--- config.mk ---
export PLATFORM = sky130hd
export DESIGN_NAME = flash_bank_status
export DESIGN_NICKNAME = d
export VERILOG_FILES = /design/src/rtl/flash_stat_pkg.sv /design/src/rtl/op_tracker.sv /design/src/rtl/toggle_gen.sv /design/src/rtl/read_router.sv /design/src/rtl/flash_bank_status.sv
export SDC_FILE = /design/constraint.sdc
export NUM_CORES = 1
export LEC_CHECK = 0
export BUFFER_PORTS_ARGS = -buffer_cell sky130_fd_sc_hd__buf_2
export CAP_MARGIN = 20
export CORE_UTILIZATION = 25
export DETAILED_ROUTE_END_ITERATION = 6
export GPL_TIMING_DRIVEN = 1
export PLACE_DENSITY = 0.79
export REMOVE_ABC_BUFFERS = 1
export SLEW_MARGIN = 20
export SYNTH_ARGS = -nofsm -noshare
export SYNTH_HDL_FRONTEND = slang
export SYNTH_SLANG_ARGS = --single-unit
--- constraint.sdc ---
create_clock -name clk -period 1.85 [get_ports clk]
set_clock_uncertainty 0.1 [all_clocks]
set_input_delay 0.37 -clock clk [delete_from_list [all_inputs] [get_ports clk]]
set_output_delay 0.37 -clock clk [all_outputs]
set_load 0.005 [all_outputs]
--- src/rtl/flash_stat_pkg.sv ---
package flash_stat_pkg;
  typedef enum logic [1:0] {
    ST_IDLE = 2'd0,
    ST_RUN  = 2'd1,
    ST_SUSP = 2'd2
  } op_state_t;

  // Bank index of an address: 0 below the split, 1 at or above it.
  function automatic logic bank_of(input logic [31:0] addr, input logic [31:0] split);
    return (addr >= split);
  endfunction

  // Polling bit captured at start: inverse of data MSB for program, 0 for erase.
  function automatic logic poll_of(input logic is_erase, input logic data_msb);
    return is_erase ? 1'b0 : ~data_msb;
  endfunction
endpackage

--- src/rtl/op_tracker.sv ---
module op_tracker
  import flash_stat_pkg::*;
(
  input  logic      clk,
  input  logic      rst_n,
  input  logic      start_ok,
  input  logic      op_erase,
  input  logic      op_bank,
  input  logic      poll_in,
  input  logic      done,
  input  logic      suspend,
  input  logic      resume,
  output op_state_t state,
  output logic      run_bank,
  output logic      run_erase,
  output logic      poll_bit
);
  op_state_t nxt;

  always_comb begin
    nxt = state;
    unique case (state)
      ST_IDLE: if (start_ok) nxt = ST_RUN;
      ST_RUN: begin
        if (done) nxt = ST_IDLE;
        else if (suspend && run_erase) nxt = ST_SUSP;
      end
      ST_SUSP: if (resume) nxt = ST_RUN;
      default: nxt = ST_IDLE;
    endcase
  end

  always_ff @(posedge clk) begin
    if (!rst_n) begin
      state     <= ST_IDLE;
      run_bank  <= 1'b0;
      run_erase <= 1'b0;
      poll_bit  <= 1'b0;
    end else begin
      state <= nxt;
      if (start_ok) begin
        run_bank  <= op_bank;
        run_erase <= op_erase;
        poll_bit  <= poll_in;
      end
    end
  end
endmodule

--- src/rtl/toggle_gen.sv ---
module toggle_gen (
  input  logic clk,
  input  logic rst_n,
  input  logic flip,
  output logic tog
);
  always_ff @(posedge clk) begin
    if (!rst_n) tog <= 1'b0;
    else if (flip) tog <= ~tog;
  end
endmodule

--- src/rtl/read_router.sv ---
module read_router #(
  parameter int DATA_W = 8
) (
  input  logic              busy_hit,
  input  logic              poll_bit,
  input  logic              tog,
  input  logic [DATA_W-1:0] array_rdata,
  output logic [DATA_W-1:0] rd_data
);
  localparam int LOW_W = DATA_W - 2;
  logic [DATA_W-1:0] status_word;

  assign status_word = {poll_bit, tog, {LOW_W{1'b0}}};
  assign rd_data     = busy_hit ? status_word : array_rdata;
endmodule

--- src/rtl/flash_bank_status.sv ---
module flash_bank_status
  import flash_stat_pkg::*;
#(
  parameter int ADDR_W     = 16,
  parameter int DATA_W     = 8,
  parameter int BANK_SPLIT = 16'h4000
) (
  input  logic              clk,
  input  logic              rst_n,
  input  logic              start,
  input  logic              op_erase,
  input  logic [ADDR_W-1:0] op_addr,
  input  logic [DATA_W-1:0] op_wdata,
  input  logic              done,
  input  logic              suspend,
  input  logic              resume,
  input  logic              rd_en,
  input  logic [ADDR_W-1:0] rd_addr,
  input  logic [DATA_W-1:0] array_rdata,
  output logic [DATA_W-1:0] rd_data,
  output logic              ready
);
  localparam logic [31:0] SPLIT32 = 32'(BANK_SPLIT);

  op_state_t state;
  logic run_bank, run_erase, poll_bit, tog;
  logic start_ok, done_ok, busy_hit, flip_req, op_bank, rd_bank, poll_in;

  assign op_bank  = bank_of(32'(op_addr), SPLIT32);
  assign rd_bank  = bank_of(32'(rd_addr), SPLIT32);
  assign poll_in  = poll_of(op_erase, op_wdata[DATA_W-1]);
  assign start_ok = start && (state == ST_IDLE);
  assign done_ok  = done && (state == ST_RUN);
  assign busy_hit = rd_en && (state != ST_IDLE) && (rd_bank == run_bank);
  assign flip_req = busy_hit && (state == ST_RUN);
  assign ready    = (state != ST_RUN);

  op_tracker u_trk (
    .clk(clk), .rst_n(rst_n), .start_ok(start_ok), .op_erase(op_erase),
    .op_bank(op_bank), .poll_in(poll_in), .done(done), .suspend(suspend),
    .resume(resume), .state(state), .run_bank(run_bank),
    .run_erase(run_erase), .poll_bit(poll_bit)
  );

  toggle_gen u_tog (.clk(clk), .rst_n(rst_n), .flip(flip_req), .tog(tog));

  read_router #(.DATA_W(DATA_W)) u_rt (
    .busy_hit(busy_hit), .poll_bit(poll_bit), .tog(tog),
    .array_rdata(array_rdata), .rd_data(rd_data)
  );
endmodule

==> metrics.yaml, run 1 <==
worst_setup_path:
  crit_type: "flop to output pin"
  startpoint_type: "flop"
  crit_fanout: 4
  endpoint_kind: "output pin"
  cp.arrival_ns: 1.53
  required_ns: 1.38
pwr:
  p_sw_uw: 88.5
  intPower_uw: 268
  power_leakage_nw: 0.311
  clock_power_share_pct: 33.9
  combPwrFrac_pct: 26.4
  power_density_nw_per_um2: 564
  p_total_uw: 357
  switching_share_pct: 24.8
  p_seq_share_pct: 39.7
  peakVddDrop_mv: 0.513
logic_synthesis:
  yosys.area.top_type: "dfxtp_1"
  synthCells: 41
  synth_edf_count: 0
  synth_seq_area_share_pct: 31.3
  syn_area_per_cell_sq_um: 9.37
  synth_common_cells: "dfxtp_1 (6), nor2b_1 (6), mux2i_1 (4)"
  synth.distinct_cells: 18
  yosys_warnings: 0
  ys_ff_latch: 6
  synth_area_leaders: "dfxtp_1 (31%), mux2i_1 (10%), nor2b_1 (9.8%)"
  syn-cell-area_sq_um: 384
  synthFlopType: "dfxtp_1"
  synth_top_cell_area_share_pct: 31.3
  synth-async-reset-ratio_pct: 0
clocking:
  cts_tree: "done"
  cts.path.max_buffers: 2
  numClockSinks: 6
  cts.reportedPaths.clkPinSlew_ns: 0.05
  clk_latency_ns: 0.24
  htreeDepth: 1
  cts_buffers: 3
  clock-root-buffer: "clkbuf_4"
floorplanning:
  die_width_microns: 41.2
  die_area_sq_um: 1700
  io_pins: 65
  coreArea_sq_um: 1370
  die_h_microns: 41.2
  rows: 13
  initial_core_util_pct: 28.1
placement:
  io_buffers: 29
  place_congestion: 0.588
  post_dp_cell_area_sq_um: 563
  preCtsSetupSlack_ns: -0.186
  post-dp-hpwl_microns: 724
drt:
  dr.pass1.iters: 2
  avgViaCountPerCell: 4.30
  antenna_left: 0
  post-route-drc-count: 0
  vias: 404
  totalWireLength_microns: 922
  first_iter_violations: 1
  post_drt_wl_per_cell_microns: 9.81
global_routing:
  grt_pass1_vias: 275
  top_usage_layer: "met2"
  grt.total_usage_pct: 11.1
  grt_pass1_wl_microns: 1120
  grt_max_degree: 8
  overflow: 0
  grt_use_met2_pct: 16.0
  use_met1_pct: 13.2
  grt_antenna_before_repair: 0
  met3_usage_pct: 6.52
sta:
  slew_headroom_pct: 76.8
  fin_crit_sh_pct: 108
  rsz0062_at_grt: "yes"
  drv_slew: 0
  tightest_slew_ns: 0.347
  setup_tns_ns: -0.930
  finalHoldViolations: 0
  fmax_mhz: 501
  finalSetupViolCount: 8
  timing.final.crit_period_ns: 2.00
  finalWorstSetupSlack_ns: -0.146
finish:
  drive_above_1_share_pct: 55.7
  diodes: 0
  fill_cells: 141
  final_area_sq_um: 633
  fin_nets: 137
  syn2layout_area_growth_pct: 64.8
run:
  drv_cap: 0
status:
  status: "complete, but fails checks"
  violations: "negative setup slack"
min_path:
  hold_class: "primary input to flop"
-- state kept, by name (all words and copies together) (netlist names) --
signal / flops
u_tog.tog: 1
u_trk.poll_bit: 1
u_trk.run_bank: 1
u_trk.run_erase: 1
u_trk.state: 2
-- per-layer routing --
layer	up-vias	share of wire, %
met4	0	0
met5	-	0
met3	0	6.1
met2	13	51
met1	172	43
li1	219	-
-- final timing paths --
check,from,endpoint,slack [ns],cells past startpoint
worst max-delay path,u_trk.run_bank$_SDFFE_PN0P_,rd_data[6],-0.15,4
worst max register to register,u_trk.run_bank$_SDFFE_PN0P_,u_tog.tog$_SDFFE_PN0P_,0.43,6
worst min register to register,u_tog.tog$_SDFFE_PN0P_,u_tog.tog$_SDFFE_PN0P_,0.39,2
worst min-delay path,rst_n,u_trk.state[0]$_SDFFE_PN0P_,0.31,2
-- area by class of cell --
type / count / area (sq um) / share of cell area, %
multi-input combinational: 34 / 260 / 41.1
timing repair buffer: 35 / 206 / 32.6
tap: 15 / 18.8 / 2.96
inverter: 1 / 3.75 / 0.593
clock buffer: 3 / 22.5 / 3.56
sequential: 6 / 121 / 19.2
-- critical path, cell delays in order, from the launching register on --
cell     delay, ns
dfxtp_2       0.31
or3_4         0.34
a21oi_4       0.20
mux2_4        0.32
buf_6         0.12
-- cells in the final DEF, fill, tap and decap left out, drive strengths merged --
master,n
mux2,2
o211a,1
o21ai,2
dfxtp,6
nor2b,6
nand2b,2
o21a,2
and2b,2
or3,1
nand2,3
clkbuf,3
inv,1
a21oi,1
buf,35
a211oi,1
nor3,1
mux2i,4
nor3b,3
nor2,3
-- stage by stage --
step | instances | util (%) | hold slack (ns)
finish | 94 | 46.3 | 0.311
global route | 94 | 46.3 | 0.297
CTS | 94 | 46.3 | 0.305
detailed placement | 87 | 41.2 | 0.395
global placement | 87 | 41.2 | 0.361
floorplan | 41 | - | 0.342
-- power groups by stage --
stage               registers, mW  clock network, mW  logic (mW)
global route                0.142              0.140       0.105
finish                      0.142              0.121      0.0942
CTS                         0.142              0.126      0.0943
detailed placement          0.144                  0      0.0841
global placement            0.144                  0      0.0818
floorplan                   0.143                  0      0.0400
-- cells by family (layout without fill, tap and decap cells) --
| family | after synthesis | after routing | share of synthesized area [%] |
|---|---|---|---|
| AND/OR/NAND/NOR | 21 | 21 | 34.2 |
| AO/OA/AOI/OAI | 7 | 7 | 15.3 |
| multiplexers | 6 | 6 | 18.2 |
| flip-flops | 6 | 6 | 31.3 |
| buffers and inverters | 1 | 39 | 0.976 |
-- repair_timing --
action / 4_1_cts / 5_1_grt
endpoints found under the setup margin: 8 / 8
setup buffers: 4 / 0
hold buffers: 0 / 0
gates resized for setup: 6 / 0
pin swaps: 2 / 0
Note: power is estimated with default switching activity, not from simulation.
==> inputs of run 2 (changes only) <==
--- a/config.mk
+++ b/config.mk
@@ -5,13 +5,16 @@
 export SDC_FILE = /design/constraint.sdc
 export NUM_CORES = 1
 export LEC_CHECK = 0
+export ABC_AREA = 1
 export BUFFER_PORTS_ARGS = -buffer_cell sky130_fd_sc_hd__buf_2
 export CAP_MARGIN = 20
 export CORE_UTILIZATION = 25
 export DETAILED_ROUTE_END_ITERATION = 6
+export GPL_ROUTABILITY_DRIVEN = 0
 export GPL_TIMING_DRIVEN = 1
-export PLACE_DENSITY = 0.79
+export PLACE_DENSITY = 0.77
 export REMOVE_ABC_BUFFERS = 1
+export SETUP_SLACK_MARGIN = 0.02
 export SLEW_MARGIN = 20
 export SYNTH_ARGS = -nofsm -noshare
 export SYNTH_HDL_FRONTEND = slang
==> run 2 against run 1 <==
Against the previous run: the run now ends clean; die area up 7.1%; design area down 4.0%; setup slack better by 0.36 ns; critical endpoint is now rd_data[7]; highest routed layer unchanged.
==> metrics.yaml, run 2 <==
clocking:
  htreeDepth: 1  # unchanged
  clock-root-buffer: "clkbuf_4"
  cts.path.max_buffers: 2  # unchanged
  numClockSinks: 6  # unchanged
  cts_tree: "done"
  cts.reportedPaths.clkPinSlew_ns: 0.05  # about the same
  cts_buffers: 3  # unchanged
  clk_latency_ns: 0.24  # about the same
finish:
  diodes: 0  # unchanged
  fin_nets: 155  # +13%
  fill_cells: 173  # +23%
  mostFrequentLayoutCell: "buf_2"
  syn2layout_area_growth_pct: 47.3
  layout_common_cells: "buf_2 (29), nand2_1 (17), inv_1 (10), nor2_1 (6)"
  regMostFlops: "u_trk.state"
  largest_reg_flops: 2  # unchanged
  drive_above_1_share_pct: 46.4  # -9.3 points
  final_area_sq_um: 608  # -4.0%
  fin_cells: 113  # +20%
sta:
  slew_headroom_pct: 85.2  # +8.4 points
  hold_ws_ns: 0.259  # -0.0515 ns
  finalHoldViolations: 0  # unchanged
  timing.final.crit_period_ns: 1.64  # -0.360 ns
  fin_crit_sh_pct: 88.5  # -19 points
  finalSetupViolCount: 0  # -8
  rsz0062_at_grt: "no"
  fmax_mhz: 611  # +22%
  drv_slew: 0  # unchanged
  setup_tns_ns: 0  # +0.930 ns
  tightest_slew_ns: 0.222  # -0.125 ns
placement:
  io_buffers: 29  # unchanged
  dp_cells: 110  # +26%
  post_dp_cell_area_sq_um: 578  # +2.7%
  post-dp-hpwl_microns: 791  # +9.2%
global_routing:
  grt.total_usage_pct: 10.9  # -0.21 points
  overflow: 0  # unchanged
  grt_antenna_before_repair: 0  # unchanged
  grt_max_degree: 10  # +2
  grt_pass1_wl_microns: 1450  # +29%
  grt_pass1_vias: 368  # +34%
logic_synthesis:
  synth-async-reset-ratio_pct: 0  # unchanged
  yosys.area.top_type: "dfxtp_1"
  synthMostInstantiatedCell: "nand2_1"
  syn-cell-area_sq_um: 413  # +7.5%
  synth_edf_count: 0  # unchanged
  synth_common_cells: "nand2_1 (17), inv_1 (10), dfxtp_1 (6), nor2_1 (6), nor2_2 (5)"
  synth_seq_area_share_pct: 29.1  # -2.2 points
  yosys_warnings: 0  # unchanged
  ys_ff_latch: 6  # unchanged
  syn_area_per_cell_sq_um: 6.35  # -32%
  synthCells: 65  # +59%
  synthFlopType: "dfxtp_1"
  synth.distinct_cells: 18  # unchanged
  synth_top_cell_area_share_pct: 29.1  # -2.2 points
  synth_area_leaders: "dfxtp_1 (29%), nand2_1 (15%), inv_1 (9.1%)"
drt:
  antenna_left: 0  # unchanged
  post-route-drc-count: 0  # unchanged
  first_iter_violations: 8  # +7
  vias: 497  # +23%
  totalWireLength_microns: 907  # -1.6%
  avgViaCountPerCell: 4.40  # +2.3%
  post_drt_wl_per_cell_microns: 8.03  # -18%
  dr.pass1.iters: 3  # +1
floorplanning:
  die_width_microns: 42.6  # +3.5%
  initial_core_util_pct: 27.1  # -1.0 points
  coreArea_sq_um: 1520  # +12%
  die_area_sq_um: 1820  # +7.1%
  die_h_microns: 42.6  # +3.5%
  io_pins: 65  # unchanged
  rows: 14  # +1
pwr:
  power_density_nw_per_um2: 600  # +6.5%
  switching_share_pct: 29.1  # +4.3 points
  p_sw_uw: 106  # +20%
  p_seq_share_pct: 39.4  # -0.3 points
  combPwrFrac_pct: 27.1  # +0.7 points
  clock_power_share_pct: 33.4  # -0.5 points
  power_leakage_nw: 0.342  # +10%
  intPower_uw: 259  # -3.5%
  p_total_uw: 365  # +2.3%
  peakVddDrop_mv: 0.281  # -45%
worst_setup_path:
  max_stage_delay_ns: 0.36  # +0.02 ns
  crit_fanout: 9  # +5
  startpoint_type: "flop"
  cp.arrival_ns: 1.17  # -0.36 ns
  cp_common_cell: "nand2_1"
  worstPathCellList: "o21bai_1 > nand3_4 > nand2_1 > nand2_1 > buf_2"
  crit_buf_inv: 1  # unchanged
  rr_startpoint: "u_trk.state[0]$_SDFFE_PN0P_"
  cp_top_family: "flip-flops"
  crit_start: "u_trk.run_bank$_SDFFE_PN0P_"
  cp_num_cells: 5  # +1
  crit_type: "flop to output pin"
  required_ns: 1.38  # about the same
  rr_worst_depth: 7  # +1
  critPathSlowestCell: "dfxtp_1"
  endpoint_kind: "output pin"
status:
  status: "complete, no violations"
run:
  drv_cap: 0  # unchanged
min_path:
  min_from: "rst_n"
  holdPathStages: 3  # +1
  hold_class: "primary input to flop"
==> run 2: cell type report <==
| cell class | instances | area [sq um] | area share [%] |
|---|---|---|---|
| Multi-Input combinational cell | 47 | 253 | 41.6 |
| Timing Repair Buffer | 29 | 145 | 23.9 |
| Inverter | 12 | 45.0 | 7.41 |
| Sequential cell | 6 | 123 | 20.2 |
| Tap cell | 16 | 20.0 | 3.29 |
| Clock buffer | 3 | 22.5 | 3.70 |
==> run 2: per-layer routing <==
layer / up-vias / part of all wire, % / global-route usage, %
met2: 22 / 47 / 16.7
met1: 205 / 41 / 11.7
met3: 0 / 12 / 5.17
met4: 0 / 0 / 7.50
li1: 270 / - / -
met5: - / 0 / 0
==> run 2: power by group through the flow <==
stage          Combinational [mW]  Clock [mW]  Sequential (mW)
2_1_floorplan              0.0569           0            0.144
3_3_place_gp               0.0973           0            0.145
3_5_place_dp               0.0994           0            0.145
4_1_cts                    0.0996       0.129            0.143
5_1_grt                     0.112       0.138            0.145
6_report                   0.0990       0.122            0.144
==> run 2: worst paths after layout <==
check                            endpoint  slack, ns
max                            rd_data[7]       0.21
min                u_tog.tog$_SDFFE_PN0P_       0.26
max reg2reg   u_trk.state[0]$_SDFFE_PN0P_       0.74
min reg2reg  u_trk.run_erase$_SDFFE_PN0P_       0.36
==> run 2: cell families (layout without fill, tap and decap cells) <==
kind of cell | after synthesis | after routing | share of synthesized area [%]
DFF | 6 | 6 | 29.1
AOI/OAI and AO/OA | 7 | 7 | 9.70
and+or+nand+nor | 40 | 40 | 50.3
buffers and inverters | 12 | 44 | 10.9
==> run 2: repair_timing <==
item / 4_1_cts / 5_1_grt
gates resized for setup: 0 / 3
hold buffers: 0 / 0
setup buffers: 0 / 0
setup endpoints to repair: 0 / 1
==> run 2: worst reg2reg max path: stages, from the launching register on <==
cell     delay [ns]
dfxtp_2        0.36
inv_1          0.07
nor2_2         0.11
inv_2          0.06
nor2_2         0.11
nand2_1        0.06
o21a_1         0.11
nor2_2         0.06
==> run 2: metrics by stage <==
stage,setup slack (ns),util [%]
after floorplan,0.500,-
after global placement,0.251,37.9
after detailed placement,0.222,37.9
after CTS,0.118,39.4
after global routing,0.0554,39.9
final,0.213,39.9
